**src/rtl/agen_pkg.sv**
```systemverilog
package agen_pkg;

  typedef enum logic {
    KIND_MEM = 1'b0,
    KIND_VAL = 1'b1
  } agen_kind_e;

  localparam int unsigned AGEN_SP_REG = 4;

endpackage

```
**src/rtl/agen_rst_sync.sv**
```systemverilog
module agen_rst_sync #(
  parameter int unsigned STAGES = 2
) (
  input  logic clk,
  input  logic rst_n_async,
  output logic rst_n_sync
);

  logic [STAGES-1:0] sync_q;
  logic [STAGES-1:0] sync_d;

  always_comb begin
    sync_d = {sync_q[STAGES-2:0], 1'b1};
  end

  always_ff @(posedge clk or negedge rst_n_async) begin
    if (!rst_n_async) begin
      sync_q <= '0;
    end else begin
      sync_q <= sync_d;
    end
  end

  assign rst_n_sync = sync_q[STAGES-1];

endmodule

```
**src/rtl/agen_index_scale.sv**
```systemverilog
module agen_index_scale #(
  parameter int unsigned ADDR_W  = 64,
  parameter int unsigned REG_W   = 4,
  parameter int unsigned SCALE_W = 2,
  parameter int unsigned SP_REG  = 4
) (
  input  logic [ADDR_W-1:0]  idx_i,
  input  logic               idx_en_i,
  input  logic [REG_W-1:0]   idx_reg_i,
  input  logic [SCALE_W-1:0] scale_i,
  output logic [ADDR_W-1:0]  scaled_o,
  output logic               sp_fault_o
);

  localparam int unsigned N_SCALES = 1 << SCALE_W;

  logic [ADDR_W-1:0] gated_idx;
  logic [ADDR_W-1:0] shifted [N_SCALES];

  // A missing index contributes zero, so the scale code has no effect then.
  always_comb begin
    gated_idx = idx_en_i ? idx_i : '0;
  end

  // One fixed-shift candidate per scale code; the code picks one.
  for (genvar k = 0; k < N_SCALES; k++) begin : g_shift
    assign shifted[k] = gated_idx << k;
  end

  always_comb begin
    scaled_o = shifted[scale_i];
  end

  always_comb begin
    sp_fault_o = idx_en_i && (idx_reg_i == REG_W'(SP_REG));
  end

endmodule

```
**src/rtl/agen_sum.sv**
```systemverilog
module agen_sum #(
  parameter int unsigned ADDR_W = 64,
  parameter int unsigned DISP_W = 32
) (
  input  logic [DISP_W-1:0] disp_i,
  input  logic [ADDR_W-1:0] base_i,
  input  logic              base_en_i,
  input  logic [ADDR_W-1:0] scaled_i,
  output logic [ADDR_W-1:0] sum_o
);

  localparam int unsigned EXT_W = ADDR_W - DISP_W;

  logic [ADDR_W-1:0] disp_ext;
  logic [ADDR_W-1:0] base_term;

  always_comb begin
    disp_ext  = {{EXT_W{disp_i[DISP_W-1]}}, disp_i};
    base_term = base_en_i ? base_i : '0;
    sum_o     = disp_ext + base_term + scaled_i;
  end

endmodule

```
**src/rtl/agen_out_reg.sv**
```systemverilog
module agen_out_reg #(
  parameter int unsigned ADDR_W = 64
) (
  input  logic              clk,
  input  logic              rst_n,
  input  logic              req_valid_i,
  input  logic              req_kind_i,
  input  logic              sp_fault_i,
  input  logic [ADDR_W-1:0] sum_i,
  output logic [ADDR_W-1:0] addr_o,
  output logic              addr_valid_o,
  output logic              fault_o,
  output logic              kind_o
);

  logic              accept;
  logic [ADDR_W-1:0] addr_d;
  logic              valid_d;
  logic              fault_d;
  logic              kind_d;

  always_comb begin
    accept  = req_valid_i && !sp_fault_i;
    valid_d = accept;
    fault_d = req_valid_i && sp_fault_i;
    addr_d  = addr_o;
    kind_d  = kind_o;
    if (accept) begin
      addr_d = sum_i;
      kind_d = req_kind_i;
    end
  end

  always_ff @(posedge clk or negedge rst_n) begin
    if (!rst_n) begin
      addr_o       <= '0;
      kind_o       <= 1'b0;
      addr_valid_o <= 1'b0;
      fault_o      <= 1'b0;
    end else begin
      addr_o       <= addr_d;
      kind_o       <= kind_d;
      addr_valid_o <= valid_d;
      fault_o      <= fault_d;
    end
  end


  valid_fault_excl_chk: assert property (@(posedge clk) disable iff (!rst_n)
    !(addr_valid_o && fault_o));


  idle_quiet_chk: assert property (@(posedge clk) disable iff (!rst_n)
    !req_valid_i |=> (!addr_valid_o && !fault_o));


  addr_hold_chk: assert property (@(posedge clk) disable iff (!rst_n)
    !addr_valid_o |-> $stable(addr_o));


  kind_follow_chk: assert property (@(posedge clk) disable iff (!rst_n)
    addr_valid_o |-> (kind_o == $past(req_kind_i)));

endmodule

```
**src/rtl/agen_scaled.sv**
```systemverilog
module agen_scaled
  import agen_pkg::*;
#(
  parameter int unsigned ADDR_W  = 64,
  parameter int unsigned DISP_W  = 32,
  parameter int unsigned REG_W   = 4,
  parameter int unsigned SCALE_W = 2,
  parameter int unsigned SP_REG  = AGEN_SP_REG,
  parameter int unsigned SYNC_STAGES = 2
) (
  input  logic               clk,
  input  logic               rst_n,
  input  logic               req_valid_i,
  input  logic               req_kind_i,
  input  logic [DISP_W-1:0]  disp_i,
  input  logic [ADDR_W-1:0]  base_i,
  input  logic               base_en_i,
  input  logic [ADDR_W-1:0]  idx_i,
  input  logic               idx_en_i,
  input  logic [REG_W-1:0]   idx_reg_i,
  input  logic [SCALE_W-1:0] scale_i,
  output logic [ADDR_W-1:0]  addr_o,
  output logic               addr_valid_o,
  output logic               fault_o,
  output logic               kind_o
);

  logic              rst_n_sync;
  logic [ADDR_W-1:0] scaled;
  logic              sp_fault;
  logic [ADDR_W-1:0] sum;

  agen_rst_sync #(
    .STAGES (SYNC_STAGES)
  ) u_rst_sync (
    .clk         (clk),
    .rst_n_async (rst_n),
    .rst_n_sync  (rst_n_sync)
  );

  agen_index_scale #(
    .ADDR_W  (ADDR_W),
    .REG_W   (REG_W),
    .SCALE_W (SCALE_W),
    .SP_REG  (SP_REG)
  ) u_index (
    .idx_i      (idx_i),
    .idx_en_i   (idx_en_i),
    .idx_reg_i  (idx_reg_i),
    .scale_i    (scale_i),
    .scaled_o   (scaled),
    .sp_fault_o (sp_fault)
  );

  agen_sum #(
    .ADDR_W (ADDR_W),
    .DISP_W (DISP_W)
  ) u_sum (
    .disp_i    (disp_i),
    .base_i    (base_i),
    .base_en_i (base_en_i),
    .scaled_i  (scaled),
    .sum_o     (sum)
  );

  agen_out_reg #(
    .ADDR_W (ADDR_W)
  ) u_out (
    .clk          (clk),
    .rst_n        (rst_n_sync),
    .req_valid_i  (req_valid_i),
    .req_kind_i   (req_kind_i),
    .sp_fault_i   (sp_fault),
    .sum_i        (sum),
    .addr_o       (addr_o),
    .addr_valid_o (addr_valid_o),
    .fault_o      (fault_o),
    .kind_o       (kind_o)
  );


  fault_cause_chk: assert property (@(posedge clk) disable iff (!rst_n_sync)
    fault_o |-> $past(req_valid_i && idx_en_i && (idx_reg_i == REG_W'(SP_REG))));


  no_idx_no_fault_chk: assert property (@(posedge clk) disable iff (!rst_n_sync)
    (req_valid_i && !idx_en_i) |=> !fault_o);


  valid_cause_chk: assert property (@(posedge clk) disable iff (!rst_n_sync)
    addr_valid_o |-> $past(req_valid_i));

endmodule

```
**config.mk**
```make
export PLATFORM = sky130hd
export DESIGN_NAME = agen_scaled
export DESIGN_NICKNAME = d
export VERILOG_FILES = /design/src/rtl/agen_pkg.sv /design/src/rtl/agen_rst_sync.sv /design/src/rtl/agen_index_scale.sv /design/src/rtl/agen_sum.sv /design/src/rtl/agen_out_reg.sv /design/src/rtl/agen_scaled.sv
export SDC_FILE = /design/constraint.sdc
export NUM_CORES = 1
export LEC_CHECK = 0
export BUFFER_PORTS_ARGS = -buffer_cell sky130_fd_sc_hd__clkbuf_2
export CORE_MARGIN = 2
export CORE_UTILIZATION = 40
export DETAILED_ROUTE_END_ITERATION = 16
export PLACE_DENSITY = 0.67
export SLEW_MARGIN = 20
export SYNTH_ARGS = -nofsm -noshare
export SYNTH_HDL_FRONTEND = slang
export SYNTH_SLANG_ARGS = --single-unit
```
**constraint.sdc**
```tcl
create_clock -name clk -period 4.78 [get_ports clk]
set_input_delay 0.956 -clock clk [delete_from_list [all_inputs] [get_ports clk]]
set_output_delay 0.956 -clock clk [all_outputs]
set_load 0.005 [all_outputs]
```
=== After elaboration in Yosys (flattened, before gate mapping) ===
Cells that the tools add are included.

* Register bits after elaboration: 69
* Input port bits: 172
* Logic and storage cells: 19

* $add $sub $neg: 2
* Magnitude comparators: 1
* Equal/unequal tests: 1
* Mux-type cells: 5
* Bitwise operators: 1
* Reductions and logical operators: 4

{| class="wikitable"
|+ Operators by type and width
! kind !! number
|-
| two-way mux 64 bit || 4
|-
| adder 64 bit || 2
|-
| binary-select mux 64 bit (select 2 bit) || 1
|-
| equality test 4 x 3 -> 1 bit, second input constant || 1
|-
| greater-or-equal comparator 3 bit, second input constant || 1
|-
| logical AND 1 bit || 3
|-
| NOT 2 -> 3 bit || 1
|-
| zero test 1 bit || 1
|}

=== Depth between registers and ports, before layout ===
Gate-level depths: netlist of run 1.

* Depth after elaboration: 5
* Mapped depth: 18
* Depth with buffers taken out: 16

=== By module ===
From an unflattened synthesis of run 1, not the netlist that was laid out.

* Cell total of the unflattened synthesis: 981
* Area total of the unflattened synthesis: 9389.0 sq um

{| class="wikitable"
|+ By module, submodules not included
! module !! times used !! cells an instance !! area each (sq um) !! seq. area each (sq um)
|-
| agen_sum || 1 || 682 || 5385.2 || 0.0
|-
| agen_out_reg || 1 || 141 || 2690.1 || 1676.6
|-
| agen_index_scale || 1 || 155 || 1260.0 || 0.0
|-
| agen_rst_sync || 1 || 3 || 53.8 || 50.0
|}

=== Least setup slack after synthesis of run 1 ===
No wires, ideal clock.

* Path kind: input -> register
* Start: in scale_i[0]
* End: reg u_out.addr_o[63]
* Setup time: 124 ps
* Arrival time: 5107 ps
* Data required time: 4656 ps
* Slack: -451 ps
* Cell stages on the path: 15
* Buffers on the path: 2
* Cell sequence: buf_1 > buf_1 > mux4_2 > and2_1 > fa_1 > ha_1 > and3_1 > o211a_1 > a22oi_1 > nor3b_1 > o311ai_1 > a21oi_1 > o211ai_1 > mux2i_1 > a211o_1

* Cells in the longest elaborated chain, start to end: 5

{| class="wikitable"
|+ RTL lines
! item !! RTL line !! source
|-
| start: declaration || agen_scaled.sv:21 || <nowiki>input logic [SCALE_W-1:0] scale_i,</nowiki>
|-
| NOT 2 -> 3 bit (implied by the code) || agen_index_scale.sv:31 || <nowiki>scaled_o = shifted[scale_i];</nowiki>
|-
| binary-select mux 64 bit (select 2 bit) || agen_index_scale.sv:31 ||
|-
| two-way mux 64 bit (implied by the code) (2 in series) || agen_index_scale.sv:31 ||
|-
| adder 64 bit || agen_sum.sv:20 || <nowiki>sum_o = disp_ext + base_term + scaled_i;</nowiki>
|-
| end signal: assignment || agen_out_reg.sv:41 || <nowiki>addr_o <= addr_d;</nowiki>
|-
| end: declaration || agen_out_reg.sv:10 || <nowiki>output logic [ADDR_W-1:0] addr_o,</nowiki>
|}

Every way passes these cells. The select of a mux whose other input is x is not followed.
A chain may end at the register's enable or synchronous reset.

=== Final worst setup path of run 1 ===
Same ends and word-level chain as after synthesis.

==> results of run 1 <==
layout by cell type (no fill, tap or decap), drive strengths merged, types with 22 or more instances in the layout:
cell,count
xor2,22
fa,64
xnor2,28
ha,62
o21ai,86
mux4,59
nand2,245
dfrtp,69
a21o,31
inv,154
nand4,27
a21oi,85
buf,151
nor2,35
clkbuf,248
nand3,24
registers in the layout, indices dropped and copies added (netlist names):
| signal | flops |
|---|---|
| u_out.kind_o | 1 |
| u_out.addr_valid_o | 1 |
| u_out.fault_o | 1 |
| u_out.addr_o | 64 |
| u_rst_sync.sync_q | 2 |
worst paths after layout:
| kind | from | to | slack (ns) |
|---|---|---|---|
| worst min register to register | u_rst_sync.sync_q[0]$_DFF_PN0_ | u_rst_sync.sync_q[1]$_DFF_PN0_ | 0.35 |
| worst max register to register | u_rst_sync.sync_q[1]$_DFF_PN0_ | u_out.addr_o[30]$_DFFE_PN0P_ | 3.69 |
| min in group asynchronous | rst_n | u_rst_sync.sync_q[0]$_DFF_PN0_ | 0.40 |
| worst max-delay path | scale_i[0] | u_out.addr_o[63]$_DFFE_PN0P_ | 0.20 |
| max in group asynchronous | u_rst_sync.sync_q[1]$_DFF_PN0_ | u_out.addr_o[30]$_DFFE_PN0P_ | 3.69 |
| worst min-delay path | u_rst_sync.sync_q[0]$_DFF_PN0_ | u_rst_sync.sync_q[1]$_DFF_PN0_ | 0.35 |
cell type report:
cell class	count	area (um2)
fill	2390	11500
multi-input combinational	925	7446
timing repair buffer	388	2395
sequential	69	1728
inverter	154	581.8
tap	324	405.4
clock buffer	11	252.7
clock inverter	5	81.33
through the flow:
step | hold WS (ns) | power (mW) | setup slack (ns) | util, %
2_1_floorplan | 0.3312 | 2.229 | 0.01055 | -
3_3_place_gp | 0.3354 | 3.282 | -0.1980 | 51.19
3_5_place_dp | 0.3361 | 3.310 | -0.1975 | 51.19
4_1_cts | 0.3485 | 4.090 | 0.1327 | 52.55
5_1_grt | 0.3539 | 4.410 | -0.007852 | 52.85
6_report | 0.3465 | 4.080 | 0.2007 | 52.85
synthesized netlist by cell type, drive strengths merged, types with 24 or more instances:
library cell / n / area share (%)
dfrtp: 69 / 17
nand3: 24 / 1.2
a21o: 31 / 2.3
mux4: 59 / 13
inv: 154 / 5.8
nand2: 245 / 9.2
nand4: 27 / 1.7
o21ai: 86 / 4.3
xnor2: 28 / 2.5
clkbuf: 49 / 1.8
nor2: 35 / 1.3
ha: 62 / 7.8
fa: 64 / 13
a21oi: 85 / 4.3
kinds of logic (layout without fill, tap and decap cells):
kind of cell	Yosys count	count (layout)	share of synthesized area [%]
and+or+nand+nor	397	397	17.61
AOI/OAI and AO/OA	284	284	17.31
buffers and inverters	225	558	8.619
adders and majority gates	126	126	20.60
DFF	69	69	17.29
muxes	67	67	14.14
xor gates and xnor gates	50	50	4.385
other	1	1	0.03755
where the power goes:
part / internal [mW] / switching (mW) / leakage, nW
Clock: 0.487 / 0.281 / 0.162
Combinational: 1.13 / 1.25 / 5.65
Sequential: 0.784 / 0.150 / 0.837
per-layer routing:
| metal | global-route usage [%] | vias up | share of wire [%] |
|---|---|---|---|
| met5 | 0 | - | 0 |
| met4 | 6.114 | 0 | 1.6 |
| met3 | 2.145 | 29 | 5.1 |
| met2 | 38.99 | 269 | 48 |
| met1 | 32.09 | 4723 | 46 |
| li1 | - | 4852 | - |
timing repair:
action                     4_1_cts  5_1_grt
hold buffers                     0        0
buffers inserted                 0        5
gates resized for setup          0        7
setup endpoints to repair        0       10
==> flow_metrics.env, run 1 <==
export IMPL_setup_viol=0
export IMPL_ir_drop_mv=0.1854
export IMPL_seq_area_frac_synth_pct=17.29
export IMPL_cts_sinks=69
export IMPL_drtIter0Drc=488
export IMPL_powerDensity_nw_per_um2=316.5
export IMPL_clkTransAtPathRegs_ns=0.06
export IMPL_avgSynthCellArea_um2=8.193
export IMPL_die_h_um=162.0
export IMPL_cp_cell_sequence="buf_4 > buf_12 > buf_4 > mux4_2 > nand2_1 > fa_1 > inv_1 > ha_1 > and3_1 > o211a_1 > a22oi_2 > nor3b_2 > o311ai_1 > buf_4 > a21oi_1 > o211ai_1 > mux2i_1 > a211o_1"
export IMPL_hold_viol=0
export IMPL_hpwl_um=25510
export IMPL_cp_depth=18
export IMPL_path_buf_inv=5
export IMPL_ios=239
export IMPL_cpMostUsedCell="buf_4"
export IMPL_cts_root_buffer="clkbuf_16"
export IMPL_fin_crit_sh_pct=95.80
export IMPL_max_slew_margin_pct=37.15
export IMPL_worstSetupStartpointType="input pin"
export IMPL_critPathMaxStageDelay_ns=0.47
export IMPL_instances_no_fill=1876
export IMPL_fin_worst_skew_ns=0.01793
export IMPL_die_w_um=162.0
export IMPL_drt_pass1_iter_count=5
export IMPL_synthArstFlopShare_pct=100.0
export IMPL_cp_top_family="compound AO/OA/AOI/OAI gates"
export IMPL_insertedDiodeCount=0
export IMPL_status="finished clean"
export IMPL_ys_ff_latch=69
export IMPL_period_needed_ns=4.579
export IMPL_ys_warn_count=0
export IMPL_grt_ovfl_total=0
export IMPL_drc=0
export IMPL_synthFlopType="dfrtp_1"
export IMPL_dp_cells=1855
export IMPL_drive_gt1_share_pct=30.93
export IMPL_gp_congestion=0.9037
export IMPL_hold_class="register to register"
export IMPL_viasPerCell=5.263
export IMPL_start_util_pct=40.95
export IMPL_totalWireLength_um=30260
export IMPL_worst_ep_required_time_ns=5.01
export IMPL_fp_row_count=57
export IMPL_critPathMaxFanout=18
export IMPL_r2r_cells=1
export IMPL_critPathSlowestCell="mux4_2"
export IMPL_grt_pass1_vias=9639
export IMPL_syn_inst=1219
export IMPL_maxSlewViolCount=0
export IMPL_via_count=9873
export IMPL_antenna_found_initial=0
export IMPL_dpl_cell_area_um2=12480
export IMPL_holdPathStages=0
export IMPL_syn2layout_area_growth_pct=29.07
export IMPL_grt_max_degree=71
export IMPL_port_buffers=238
export IMPL_fmaxAchievable_mhz=218.4
export IMPL_final_nets=1845
export IMPL_synth_cell_types=59
export IMPL_synth_edf_count=0
export IMPL_tightest_slew_ns=0.9428
export IMPL_p_leak_nw=6.653
export IMPL_core_area_um2=24390
export IMPL_cts_path_max_buffers=2
export IMPL_critical_path_arrival_ns=4.80
export IMPL_grt_pass1_wl_um=48890
export IMPL_synth_nets=1517
export IMPL_ant_nets=0
export IMPL_end_kind="register"
export IMPL_final_area_um2=12890
export IMPL_clk_insertion_delay_late_ns=0.35
export IMPL_setup_tns_ns=0
export IMPL_syn_area_um2=9987
export IMPL_drv_cap=0
export IMPL_h_tree_depth=3
export IMPL_path_class="input pin to register"
export IMPL_numCtsBuffers=9
export IMPL_grt_util_all_layers_pct=23.13
export IMPL_wl_per_cell_um=16.13
export IMPL_die_area_um2=26250
export IMPL_cts_tree="done"
No activity file was read; power rests on OpenSTA's default activity.
==> run 2, diff against run 1 <==
--- a/config.mk
+++ b/config.mk
@@ -10,6 +10,8 @@
 export CORE_UTILIZATION = 40
 export DETAILED_ROUTE_END_ITERATION = 16
 export PLACE_DENSITY = 0.67
+export RECOVER_POWER = 100
+export SKIP_CTS_REPAIR_TIMING = 1
 export SLEW_MARGIN = 20
 export SYNTH_ARGS = -nofsm -noshare
 export SYNTH_HDL_FRONTEND = slang
==> run 2 against run 1 <==
The run now ends with capacitance limit, slew limit left. Clock-buffer cell count unchanged. Clock power is essentially flat. Clock skew is 0.0030 ns lower. Die area is the same. Critical endpoint unchanged. Largest cell class unchanged. Largest power group unchanged.
==> flow_metrics.env, run 2 (synthesis results as in run 1) <==
export IMPL_wl_per_cell_um=16.16
export IMPL_path_class="input pin to register"
export IMPL_top_register="u_out.addr_o"
export IMPL_period_needed_ns=4.567
export IMPL_hpwl_um=25510
export IMPL_final_cell_mix="244 x nand2_1, 202 x clkbuf_2, 153 x inv_1"
export IMPL_port_buffers=238
export IMPL_hold_viol=0
export IMPL_final_nets=1845
export IMPL_cpMostUsedCell="buf_4"
export IMPL_endpoint="u_out.addr_o[63]$_DFFE_PN0P_"
export IMPL_fp_row_count=57
export IMPL_via_count=9872
export IMPL_tightest_slew_ns=1.826
export IMPL_ios=239
export IMPL_ir_drop_mv=0.1857
export IMPL_h_tree_depth=3
export IMPL_r2r_cells=1
export IMPL_critPathMaxFanout=18
export IMPL_start_util_pct=40.95
export IMPL_numCtsBuffers=9
export IMPL_violations="capacitance limit, slew limit"
export IMPL_die_w_um=162.0
export IMPL_ant_nets=0
export IMPL_final_area_um2=12830
export IMPL_fin_worst_skew_ns=0.01489
export IMPL_setup_viol=0
export IMPL_top_layer_used="met4"
export IMPL_grt_pass1_vias=9639
export IMPL_cts_path_max_buffers=2
export IMPL_antenna_found_initial=0
export IMPL_fin_crit_sh_pct=95.55
export IMPL_wl_met1_um=13790
export IMPL_critPathMaxStageDelay_ns=0.48
export IMPL_fmaxAchievable_mhz=218.9
export IMPL_cp_top_family="compound AO/OA/AOI/OAI gates"
export IMPL_fillers=2410
export IMPL_p_leak_nw=6.529
export IMPL_die_h_um=162.0
export IMPL_clkTransAtPathRegs_ns=0.06
export IMPL_drtIter0Drc=490
export IMPL_cts_root_buffer="clkbuf_16"
export IMPL_drv_cap=1
export IMPL_cp_startpoint="scale_i[0]"
export IMPL_drive_gt1_share_pct=28.41
export IMPL_met2_length_um=14490
export IMPL_end_kind="register"
export IMPL_dpl_cell_area_um2=12480
export IMPL_cts_sinks=69
export IMPL_viasPerCell=5.262
export IMPL_critPathSlowestCell="mux4_2"
export IMPL_syn2layout_area_growth_pct=28.48
export IMPL_worst_ep_required_time_ns=5.01
export IMPL_max_slew_margin_pct=-21.75
export IMPL_worstSetupStartpointType="input pin"
export IMPL_critical_path_arrival_ns=4.79
export IMPL_grt_util_all_layers_pct=23.13
export IMPL_largest_reg_flops=64
export IMPL_hold_class="register to register"
export IMPL_drc=0
export IMPL_r2r_start="u_rst_sync.sync_q[1]$_DFF_PN0_"
export IMPL_clk_insertion_delay_late_ns=0.35
export IMPL_grt_max_degree=71
export IMPL_totalWireLength_um=30320
export IMPL_insertedDiodeCount=0
export IMPL_cp_cell_sequence="buf_4 > buf_12 > buf_4 > mux4_2 > nand2_1 > fa_1 > inv_1 > ha_1 > and3_1 > o211a_1 > a22oi_2 > nor3b_2 > o311ai_1 > buf_4 > a21oi_1 > o211ai_1 > mux2i_1 > a211o_1"
export IMPL_hold_slack_ns=0.3466
export IMPL_rrSetupSlack_ns=2.86
export IMPL_die_area_um2=26250
export IMPL_cts_tree="done"
export IMPL_grt_pass1_wl_um=48890
export IMPL_reg_top3="u_out.addr_o: 64 flops, u_rst_sync.sync_q: 2 flops"
export IMPL_powerDensity_nw_per_um2=315.7
export IMPL_core_area_um2=24390
export IMPL_status="complete, but fails checks"
export IMPL_gp_congestion=0.9037
export IMPL_cp_depth=18
export IMPL_layout_commonest_cell="nand2_1"
export IMPL_path_buf_inv=5
export IMPL_wl_met3_um=1533
export IMPL_grt_ovfl_total=0
export IMPL_holdPathStages=0
export IMPL_drt_pass1_iter_count=5
export IMPL_r2r_end="u_out.addr_o[28]$_DFFE_PN0P_"
export IMPL_maxSlewViolCount=68
## run 2: cell types whose count changed in the layout (fill, tap and decap cells not counted)
cell,delta
clkbuf_2,-35
and2_1,-1
clkbuf_1,+39
buf_4,-8
and2_0,+1
clkbuf_4,+4
## run 2: metrics by stage
step	power (mW)	std cells	TNS, ns	utilization [%]	worst slack [ns]
3_5_place_dp	3.310	1855	-1.674	51.19	-0.1975
5_1_grt	4.377	1876	-0.006561	52.61	-0.006561
3_3_place_gp	3.282	1855	-0.7063	51.19	-0.1980
4_1_cts	4.090	1871	0	52.55	0.1327
6_report	4.051	1876	0	52.61	0.2126
2_1_floorplan	2.229	1219	0	-	0.01055
## run 2: cell type report
type	instances	area, um2	share of cell area, %
repair buffers	388	2336	18.21
inverters	154	581.8	4.534
multi-input cells	925	7446	58.03
well taps	324	405.4	3.159
flip-flops and latches	69	1728	13.47
clock inverters	5	81.33	0.6338
clock buffers	11	252.7	1.970
## run 2: worst min path at each step
stage | from | endpoint | slack (ns)
6_report | u_rst_sync.sync_q[0]$_DFF_PN0_ | u_rst_sync.sync_q[1]$_DFF_PN0_ | 0.35
5_1_grt | u_rst_sync.sync_q[0]$_DFF_PN0_ | u_rst_sync.sync_q[1]$_DFF_PN0_ | 0.35
4_1_cts | u_rst_sync.sync_q[0]$_DFF_PN0_ | u_rst_sync.sync_q[1]$_DFF_PN0_ | 0.35
3_5_place_dp | u_rst_sync.sync_q[0]$_DFF_PN0_ | u_rst_sync.sync_q[1]$_DFF_PN0_ | 0.34
3_3_place_gp | u_rst_sync.sync_q[0]$_DFF_PN0_ | u_rst_sync.sync_q[1]$_DFF_PN0_ | 0.34
2_1_floorplan | u_rst_sync.sync_q[0]$_DFF_PN0_ | u_rst_sync.sync_q[1]$_DFF_PN0_ | 0.33
## run 2: power by group
part           total, mW  leakage (nW)  internal, mW  switching, mW
clock network      0.766         0.162         0.487          0.280
registers          0.935         0.837         0.784          0.151
logic               2.35          5.53          1.10           1.25
## run 2: per-layer routing
| layer | track usage [%] | vias up |
|---|---|---|
| met5 | 0 | - |
| met4 | 6.114 | 0 |
| met3 | 2.145 | 31 |
| met2 | 38.99 | 277 |
| met1 | 32.09 | 4714 |
| li1 | - | 4850 |
